File: config.mk
export PLATFORM = sky130hd
export DESIGN_NAME = tt_row_mapper
export DESIGN_NICKNAME = d
export VERILOG_FILES = /design/src/rtl/tt_map_pkg.sv /design/src/rtl/tt_cfg_latch.sv /design/src/rtl/tt_span_decode.sv /design/src/rtl/tt_row_map.sv /design/src/rtl/tt_row_mapper.sv
export SDC_FILE = /design/constraint.sdc
export NUM_CORES = 1
export LEC_CHECK = 0
export BUFFER_PORTS_ARGS = -buffer_cell sky130_fd_sc_hd__buf_2
export CORE_ASPECT_RATIO = 2
export CORE_MARGIN = 4
export CORE_UTILIZATION = 50
export CTS_BUF_LIST = sky130_fd_sc_hd__clkbuf_8 sky130_fd_sc_hd__clkbuf_16
export DETAILED_ROUTE_END_ITERATION = 6
export PLACE_DENSITY = 0.83
export SKIP_LAST_GASP = 1
export SYNTH_ARGS = -nofsm -noshare
export SYNTH_HDL_FRONTEND = slang
export SYNTH_HIERARCHICAL = 1
export SYNTH_SLANG_ARGS = --single-unit
File: constraint.sdc
create_clock -name clk_i -period 3.55 [get_ports clk_i]
set_input_delay 0.71 -clock clk_i [delete_from_list [all_inputs] [get_ports clk_i]]
set_output_delay 0.71 -clock clk_i [all_outputs]
set_load 0.01 [all_outputs]
File: src/rtl/tt_map_pkg.sv
package tt_map_pkg;
  typedef struct packed {
    logic dbl_mode;
    logic bottom_sel;
    logic status_only;
    logic row24_ext;
    logic link_back;
  } cfg_t;
endpackage

File: src/rtl/tt_cfg_latch.sv
module tt_cfg_latch
  import tt_map_pkg::*;
(
  input  logic clk_i,
  input  logic rst_ni,
  input  logic field_start_i,
  input  cfg_t cfg_i,
  output cfg_t cfg_o
);
  always_ff @(posedge clk_i or negedge rst_ni) begin
    if (!rst_ni)            cfg_o <= '0;
    else if (field_start_i) cfg_o <= cfg_i;
  end
endmodule

File: src/rtl/tt_span_decode.sv
module tt_span_decode #(
  parameter int ROWS = 25
) (
  input  logic [ROWS-1:0] row_dh_i,
  output logic [ROWS-1:0] upper_o,
  output logic [ROWS-1:0] cont_o
);
  // a span never starts on, nor spills into, the last row
  assign cont_o[0]  = 1'b0;
  assign upper_o[0] = row_dh_i[0];
  for (genvar g = 1; g < ROWS; g++) begin : g_span
    if (g == ROWS - 1) begin : g_last
      assign cont_o[g]  = 1'b0;
      assign upper_o[g] = 1'b0;
    end else begin : g_mid
      assign cont_o[g]  = upper_o[g-1];
      assign upper_o[g] = row_dh_i[g] & ~cont_o[g];
    end
  end
endmodule

File: src/rtl/tt_row_map.sv
module tt_row_map
  import tt_map_pkg::*;
#(
  parameter int ROWS   = 25,
  parameter int LINES  = 10,
  parameter int ROW_W  = $clog2(ROWS),
  parameter int LINE_W = $clog2(LINES)
) (
  input  cfg_t              cfg_i,
  input  logic [ROWS-1:0]   upper_i,
  input  logic [ROWS-1:0]   cont_i,
  input  logic [ROW_W-1:0]  disp_row_i,
  input  logic [LINE_W-1:0] scan_line_i,
  output logic              vis_o,
  output logic              ext_o,
  output logic [ROW_W-1:0]  row_o,
  output logic [LINE_W-1:0] line_o
);
  localparam int HALF_ROWS = (ROWS - 1) / 2;

  int s, y, base, row_n, line_n;
  logic [ROW_W-1:0] idx;
  logic vis, ext;

  always_comb begin
    vis = 1'b0; ext = 1'b0;
    row_n = 0; line_n = 0; s = 0; y = 0; base = 0;
    idx = '0;
    if (int'(disp_row_i) < ROWS && int'(scan_line_i) < LINES) begin
      vis = 1'b1;
      if (!cfg_i.dbl_mode) begin
        s   = int'(disp_row_i);
        y   = int'(scan_line_i);
        idx = disp_row_i;
        if (cont_i[idx]) begin
          row_n  = s - 1;
          line_n = (y + LINES) / 2;
        end else if (upper_i[idx]) begin
          row_n  = s;
          line_n = y / 2;
        end else begin
          row_n  = s;
          line_n = y;
        end
      end else begin
        base = cfg_i.bottom_sel ? HALF_ROWS : 0;
        s    = base + int'(disp_row_i) / 2;
        y    = (disp_row_i[0] ? LINES : 0) + int'(scan_line_i);
        if (s >= ROWS || (!cfg_i.bottom_sel && s >= HALF_ROWS)) begin
          vis = 1'b0;
        end else begin
          idx = ROW_W'(s);
          if (cont_i[idx] && (s - 1) >= base) begin
            row_n  = s - 1;
            line_n = (y + 2 * LINES) / 4;
          end else if (upper_i[idx]) begin
            row_n  = s;
            line_n = y / 4;
          end else begin
            row_n  = s;
            line_n = y / 2;
          end
        end
      end
      if (cfg_i.status_only && int'(disp_row_i) < ROWS - 1) vis = 1'b0;
    end
    ext = vis && cfg_i.row24_ext && !cfg_i.link_back && row_n == ROWS - 1;
    if (ext) row_n = 0;
    if (!vis) begin
      row_n  = 0;
      line_n = 0;
    end
  end

  assign vis_o  = vis;
  assign ext_o  = ext;
  assign row_o  = ROW_W'(row_n);
  assign line_o = LINE_W'(line_n);
endmodule

File: src/rtl/tt_row_mapper.sv
module tt_row_mapper
  import tt_map_pkg::*;
#(
  parameter int ROWS   = 25,
  parameter int LINES  = 10,
  parameter int ROW_W  = $clog2(ROWS),
  parameter int LINE_W = $clog2(LINES)
) (
  input  logic              clk_i,
  input  logic              rst_ni,
  input  logic              field_start_i,
  input  logic              dbl_mode_i,
  input  logic              bottom_sel_i,
  input  logic              status_only_i,
  input  logic              row24_ext_i,
  input  logic              link_back_i,
  input  logic [ROWS-1:0]   row_dh_i,
  input  logic [ROW_W-1:0]  disp_row_i,
  input  logic [LINE_W-1:0] scan_line_i,
  output logic              vis_o,
  output logic              mem_ext_o,
  output logic [ROW_W-1:0]  src_row_o,
  output logic [LINE_W-1:0] src_line_o
);
  cfg_t cfg_in, cfg_q;
  logic [ROWS-1:0] upper, cont;
  logic vis_n, ext_n;
  logic [ROW_W-1:0]  row_n;
  logic [LINE_W-1:0] line_n;

  assign cfg_in = '{dbl_mode: dbl_mode_i, bottom_sel: bottom_sel_i,
                    status_only: status_only_i, row24_ext: row24_ext_i,
                    link_back: link_back_i};

  tt_cfg_latch u_cfg (
    .clk_i, .rst_ni, .field_start_i, .cfg_i(cfg_in), .cfg_o(cfg_q)
  );

  tt_span_decode #(.ROWS(ROWS)) u_span (
    .row_dh_i, .upper_o(upper), .cont_o(cont)
  );

  tt_row_map #(.ROWS(ROWS), .LINES(LINES), .ROW_W(ROW_W), .LINE_W(LINE_W)) u_map (
    .cfg_i(cfg_q), .upper_i(upper), .cont_i(cont),
    .disp_row_i, .scan_line_i,
    .vis_o(vis_n), .ext_o(ext_n), .row_o(row_n), .line_o(line_n)
  );

  always_ff @(posedge clk_i or negedge rst_ni) begin
    if (!rst_ni) begin
      vis_o      <= 1'b0;
      mem_ext_o  <= 1'b0;
      src_row_o  <= '0;
      src_line_o <= '0;
    end else begin
      vis_o      <= vis_n;
      mem_ext_o  <= ext_n;
      src_row_o  <= row_n;
      src_line_o <= line_n;
    end
  end
endmodule

# Word-level counts from Yosys, hierarchy flattened
# Cells that the tools add are included.
[word_totals]
regBits = 16
latchBits = 0
ram_bits = 0
mem_bits_ro = 0
input_bits = 42
output_inout_bits = 11
wordCells = 119
n_memories = 0
[op_classes]
add_sub_neg = 10
mul = 0
div_mod_pow = 0
magnitude_cmp = 8
eq_ne = 1
n_shift = 0
mux = 29
bitwise_logic = 50
reduce_logical = 12
[op_table]
columns = ["cell", "count"]
rows = [
  ["32-bit two-way mux", 5],
  ["4-bit two-way mux", 10],
  ["32-bit by 5-bit adder with 32-bit output", 1],
  ["32-bit by 6-bit adder with 32-bit output, second input constant", 1],
  ["32-bit by 6-bit == test with 1-bit output, second input constant", 1],
  ["32-bit >= comparator", 1],
  ["32-bit by 5-bit >= comparator with 1-bit output, second input constant", 1],
  ["32-bit by 6-bit >= comparator with 1-bit output, second input constant", 1],
  ["32-bit by 2-bit subtractor with 32-bit output, second input constant", 1],
  ["1-bit bitwise AND", 24],
  ["1-bit inverter", 23],
  ["1-bit binary-select mux with 5-bit select", 4],
  ["4-bit by 1-bit adder with 4-bit output", 4],
  ["5-bit by 6-bit less-than comparator with 1-bit output, second input constant", 2],
  ["5-bit less-than comparator, second input constant", 2],
  ["5-bit two-way mux", 2],
  ["1-bit two-way mux", 8],
  ["1-bit logical AND", 7],
  ["5-bit by 1-bit subtractor with 6-bit output, second input constant", 1],
  ["4-bit by 4-bit adder with 5-bit output", 1],
  ["4-bit by 4-bit adder with 5-bit output, second input constant", 1],
  ["4-bit less-than comparator, second input constant", 1],
  ["2-bit OR reduction", 2],
  ["1-bit bitwise AND, first input constant", 3],
  ["2 further kinds", 3],
]

# Longest topological paths before layout
[depth]
depth_word = 55
depth_mapped = 15
ltp_nobuf = 14

# Hierarchy
# The synthesis kept the hierarchy.
[modules_own_cells]
columns = ["module", "n_inst", "cells_each", "area_each_um2", "seq_area_each_um2"]
rows = [
  ["tt_row_map", 1, 258, 1983.2, 0.0],
  ["tt_span_decode", 1, 81, 495.5, 0.0],
  ["tt_row_mapper", 1, 11, 275.3, 275.3],
  ["tt_cfg_latch", 1, 10, 181.4, 125.1],
]

# Worst setup path before layout
# OpenSTA, ideal clock, no wires.
[synth_timing]
path_kind = "input to register"
from = "in row_dh_i[4]"
to = "reg src_line_o[1]"
setup_ns = 0.128
arrival_ns = 3.341
required_ns = 3.422
setup_slack_ns = 0.082
cell_stages = 12
path_buffers = 1
path_cell_list = "nand2b_1 > a21boi_2 > o31ai_1 > a21oi_1 > nor2b_1 > buf_4 > mux4_2 > mux4_2 > mux2_2 > mux2_1 > mux2i_1 > o22ai_1"
[synth_between]
elab_chain_cells = 47
elab_cells_between_ends = 56
classes_between = "mux: 16; bitwise: 39; reduce/logical: 1"
[synth_rtl]
columns = ["element", "line_no", "text"]
rows = [
  ["start, declared", "tt_row_mapper.sv:17", "input logic [ROWS-1:0] row_dh_i,"],
  ["1-bit bitwise AND *", "tt_span_decode.sv:17", "assign upper_o[g] = row_dh_i[g] & ~cont_o[g];"],
  ["1-bit inverter *", "tt_span_decode.sv:17", ""],
  ["1-bit bitwise AND *", "tt_span_decode.sv:17", ""],
  ["1-bit inverter *", "tt_span_decode.sv:17", ""],
  ["1-bit bitwise AND *", "tt_span_decode.sv:17", ""],
  ["1-bit inverter *", "tt_span_decode.sv:17", ""],
  ["1-bit bitwise AND *", "tt_span_decode.sv:17", ""],
  ["1-bit inverter *", "tt_span_decode.sv:17", ""],
  ["[... 7 more ...]", "n/a", ""],
  ["via cont[12]", "tt_row_mapper.sv:26", "logic [ROWS-1:0] upper, cont;"],
  ["[... 2 more ...]", "n/a", ""],
  ["via cont[13]", "tt_row_mapper.sv:26", ""],
  ["[... 23 more ...]", "n/a", ""],
  ["1-bit two-way mux (implied by the code)", "tt_row_map.sv:56", "end else if (upper_i[idx]) begin"],
  ["4-bit two-way mux", "tt_row_map.sv:56", ""],
  ["4-bit two-way mux", "tt_row_map.sv:53", "if (cont_i[idx] && (s - 1) >= base) begin"],
  ["4-bit two-way mux", "tt_row_map.sv:49", "if (s >= ROWS || (!cfg_i.bottom_sel && s >= HALF_ROWS)) begin"],
  ["4-bit two-way mux *", "tt_row_map.sv:31", "if (!cfg_i.dbl_mode) begin"],
  ["4-bit two-way mux *", "tt_row_map.sv:29", "if (int'(disp_row_i) < ROWS && int'(scan_line_i) < LINES) begin"],
  ["4-bit two-way mux *", "tt_row_map.sv:69", "if (!vis) begin"],
  ["via line_n[1]", "tt_row_mapper.sv:29", "logic [LINE_W-1:0] line_n;"],
  ["end signal, assigned", "tt_row_mapper.sv:59", "src_line_o <= line_n;"],
  ["end, declared", "tt_row_mapper.sv:23", "output logic [LINE_W-1:0] src_line_o"],
]
# Mark *: on every way through the listed nets, which the timed path passes. The rest lies on a longest branch. The select of a mux whose other input is x is not followed.
# A chain may end at the register's enable or synchronous reset.

# Worst setup path after layout
[layout_timing]
from = "in row_dh_i[10]"
to = "reg src_row_o[3]"
[layout_between]
elab_chain_cells = 36
elab_cells_between_ends = 39
classes_between = "eq/ne: 1; mux: 11; bitwise: 25; reduce/logical: 2"
[layout_rtl]
columns = ["element", "line_no", "text"]
rows = [
  ["1-bit bitwise AND *", "tt_span_decode.sv:17", ""],
  ["1-bit inverter *", "tt_span_decode.sv:17", ""],
  ["1-bit bitwise AND *", "tt_span_decode.sv:17", ""],
  ["1-bit inverter *", "tt_span_decode.sv:17", ""],
  ["1-bit bitwise AND *", "tt_span_decode.sv:17", ""],
  ["1-bit inverter *", "tt_span_decode.sv:17", ""],
  ["1-bit bitwise AND *", "tt_span_decode.sv:17", ""],
  ["1-bit inverter *", "tt_span_decode.sv:17", ""],
  ["[... 7 more ...]", "n/a", ""],
  ["via cont[18]", "tt_row_mapper.sv:26", ""],
  ["[... 14 more ...]", "n/a", ""],
  ["32-bit two-way mux", "tt_row_map.sv:49", ""],
  ["32-bit two-way mux *", "tt_row_map.sv:31", ""],
  ["32-bit two-way mux *", "tt_row_map.sv:29", ""],
  ["32-bit by 6-bit == test with 1-bit output", "tt_row_map.sv:67", "ext = vis && cfg_i.row24_ext && !cfg_i.link_back && row_n == ROWS - 1;"],
  ["1-bit logical AND", "tt_row_map.sv:67", ""],
  ["5-bit two-way mux *", "tt_row_map.sv:68", "if (ext) row_n = 0;"],
  ["5-bit two-way mux *", "tt_row_map.sv:69", ""],
  ["via row_n[3]", "tt_row_mapper.sv:28", "logic [ROW_W-1:0] row_n;"],
  ["end signal, assigned", "tt_row_mapper.sv:58", "src_row_o <= row_n;"],
  ["end, declared", "tt_row_mapper.sv:22", "output logic [ROW_W-1:0] src_row_o,"],
]
# Marked as above.

==> key figures <==
Outcome
  – Status: finished, final reports clean

Route
  – DRC violations left: 0
  – Vias per cell: 6.37
  – Routed Antenna Nets: 0
  – Average wire per standard cell: 17.7 µm
  – Via count: 3049
  – Final WL: between 8000 and 9000 µm
  – DR iter-0 viols: 118
  – Drt pass-1 iters: 4

Power and ir drop
  – Clock share of power: roughly 20%
  – PwrDens: approximately 300 nW/µm²
  – Comb pwr share: 60.5%
  – Pint: 653 µW
  – Seq pwr share: 19.9%
  – Maximum VDD drop: 0.000441 V
  – Total power: 1070 µW
  – Net Switching: 418 µW
  – P_leak: around 0.0017 µW
  – Switching portion of total power: 39.1%

Timing
  – Worst slew pin tran: 0.523 ns
  – Final hold violation count: 0
  – Fin crit share: 98.2%
  – Max_slew headroom: between 60% and 70%
  – Max Freq: roughly 0.29 GHz
  – # setup viols final: 0
  – Unrepaired setup endpoints after global routing: yes
  – Skew final: 0.00121 ns
  – Final Max Slew Viols: 0
  – Crit path time final: 3.49 ns
  – Setup_tns: 0 ns

Critical path
  – Worst Setup EP: src_row_o[3]
  – Worst Path Max Fanout: 5
  – R2R Path Start: u_cfg/cfg_o[3]
  – Crit Path Class: in2reg
  – Slowest cell on the critical path: nor3_4
  – Slowest Stage Delay on Critical Path: 0.33 ns
  – Critical-path cell list: buf_2 > buf_4 > nand3_2 > nor3_4 > o31a_1 > inv_2 > buf_4 > mux2_4 > o221ai_2 > and4b_1 > o221ai_2 > mux2i_1 > nand2_1 > nor4b_4 > a21boi_1
  – Capturing point of the worst reg2reg path: src_row_o[3]
  – Reg2reg path depth: 11
  – Critical path data arrival time: 3.59 ns
  – Worst R2R Setup Slack: 0.24 ns
  – Endpoint type of the worst setup path: register
  – Setup crit start: row_dh_i[10]
  – WP data required: 3.65 ns
  – CP Launch Type: input port

Final layout
  – Share of post-route cells with drive strength above 1: 37.6%
  – N_diodes: 0
  – Filler cell count: ~520
  – Area grow syn2layout: 19.9%
  – Commonest cells after routing, fill and taps aside: 51 x buf_2, 44 x buf_4, 31 x nand2_1
  – Layout Cells excl Fill: ~480
  – Fin area: 3520 µm²
  – Most common cell after layout, fill and taps aside: buf_2
  – Layout Nets: 475
  – Final Util: 61.7%

Floorplan
  – Row cnt: 39
  – Die X: roughly 62 µm
  – Height of the chip: roughly 120 µm
  – Core area: 5710 µm²
  – Number of top-level pins: 53
  – Die Area: 7230 µm²
  – Starting Density: between 50% and 60%

Synthesis
  – Post-synthesis sequential area ratio: between 10 and 15%
  – Library cells used by synthesis: 70
  – YS warnings: 6
  – Mapped Area: 2940 µm²
  – Post-synthesis async set-or-reset flop share: 100%
  – Post-synth EDFFs: 0
  – Synth Instances: 360
  – Synth Area per Inst: 8.15 µm²
  – Most common flop cell mapped by yosys: dfrtp_1
  – Register bit total from synthesis: 16

Job
  – Max cap viols: 0

Clocking
  – CTS tree: yes
  – Clk buf depth: 2
  – CTS H-tree depth: 1
  – Reg clk slew, reported paths: 0.04 ns
  – CTS sink cnt: 16
  – Later-pin clock latency in the skew report: 0.24 ns
  – Number of hold buffers added after cts: 0
  – Root Buffer: clkbuf_16
  – CTS Buf Count: 3

Global route
  – Grt met1 use: 20.3%
  – Initial antenna violation count: 0
  – Met3 GRT Util: 2.50%
  – Busiest layer in global routing: met2
  – GR met2 Demand/Resource: 44.5%
  – Global-route wire length before repair: 13300 µm
  – Pin count of the biggest net entering global routing: 51
  – Global route overflow: 0
  – Vias in the first global route: 2997
  – Overall global routing resource usage: 22.6%

Place
  – Post-DP Area: around 3300 µm²
  – Buffers on Ports: 51
  – Final HPWL DP: 6760 µm
  – GPL Wtd Cong: 0.983
  – Placed Cells: roughly 470

Worst hold path
  – Hold crit path type: in2async
==> routing by layer <==
layer / up-vias / wire [µm]
li1: 1417 / -
met1: 1450 / 2680
met2: 131 / 4720
met3: 51 / 383
met4: 0 / 709
met5: - / 0
==> logic make-up after synthesis <==
group	Yosys count	share of synthesized area [%]
muxes	36	19.1
adders and majority gates	14	6.14
AOI/OAI and AO/OA	97	23.7
buffers and inverters	73	14.3
xor gates and xnor gates	7	2.09
and+or+nand+nor	116	20.9
other	1	0.128
DFF	16	13.6
==> Yosys cell counts, types with 2 or more instances <==
library cell	instances	area [µm²]
a211o_1	2	17.5
nand4_1	2	12.5
or3_1	2	12.5
o21a_1	2	15.0
buf_6	5	56.3
nor3b_1	2	15.0
o32ai_1	2	17.5
nand3_1	7	35.0
o211ai_1	5	37.5
o22ai_1	5	31.3
and2_1	8	50.1
mux4_2	15	338
nor4_1	2	12.5
a221oi_1	2	17.5
mux2_2	9	101
nand2_1	32	120
nand3b_1	3	22.5
and3_1	6	37.5
buf_4	27	203
a2111oi_0	2	17.5
inv_1	28	105
o21ai_1	2	10.0
o31ai_1	2	15.0
a31o_2	2	17.5
nor2b_1	8	50.1
a31oi_1	8	50.1
o21ai_0	13	65.1
nor2_1	18	67.6
a21boi_0	4	30.0
a211oi_1	10	75.1
nor3_1	9	45.0
buf_2	6	30.0
ha_1	12	150
nand2b_1	9	56.3
mux2i_1	10	100
mux2_1	2	22.5
a21oi_1	14	70.1
xnor2_1	6	52.6
o221ai_1	3	26.3
dfrtp_1	16	400
clkbuf_1	6	22.5
or2_2	2	12.5
a21boi_1	2	15.0
o31a_1	2	17.5
==> power by group through the flow <==
stage          Sequential, µW  Combinational [µW]  Clock, µW
2_1_floorplan             220                 410          0
3_3_place_gp              215                 575          0
3_5_place_dp              216                 591          0
4_1_cts                   214                 593        213
5_1_grt                   217                 700        220
6_report                  213                 648        210
==> worst max-delay path, delay by kind of cell <==
family,cells,cell delay [ns]
compound gates,4,0.75
simple gates,5,1.10
mux,2,0.61
buf+inv,4,0.42
==> registers in the layout, summed over array words and instances, names as in the netlist <==
signal / cells
src_row_o: 5
u_cfg/cfg_o: 5
src_line_o: 4
mem_ext_o: 1
vis_o: 1
==> stage by stage <==
stage	hold slack, ns	worst slack, ns
final	0.364	0.0648
after global routing	0.388	-0.0732
after CTS	0.374	0.00260
after detailed placement	0.508	-0.252
after global placement	0.483	-0.198
after floorplan	0.414	0.0816
==> cell type report <==
class | instances | area (µm²) | area share (%)
inverter | 29 | 109 | 3.09
sequential | 16 | 400 | 11.4
multi-input combinational | 273 | 2240 | 63.7
tap | 61 | 76.3 | 2.17
clock buffer | 3 | 75.1 | 2.13
timing repair buffer | 97 | 617 | 17.5
==> worst min-delay path by stage <==
stage                   startpoint              to  slack (ns)  cells past startpoint
floorplan                   rst_ni       mem_ext_o        0.41                      0
global placement    u_cfg/cfg_o[0]  u_cfg/cfg_o[0]        0.48                      1
detailed placement  u_cfg/cfg_o[0]  u_cfg/cfg_o[0]        0.51                      1
CTS                         rst_ni   src_line_o[1]        0.37                      1
global route                rst_ni   src_line_o[1]        0.39                      1
finish                      rst_ni   src_line_o[1]        0.36                      1
==> repair_timing <==
item	4_1_cts	5_1_grt
buffers inserted	0	2
gates resized for setup	1	27
endpoints found under the setup margin	2	9
pin swaps	0	8
No activity file was read; power rests on OpenSTA's default activity.
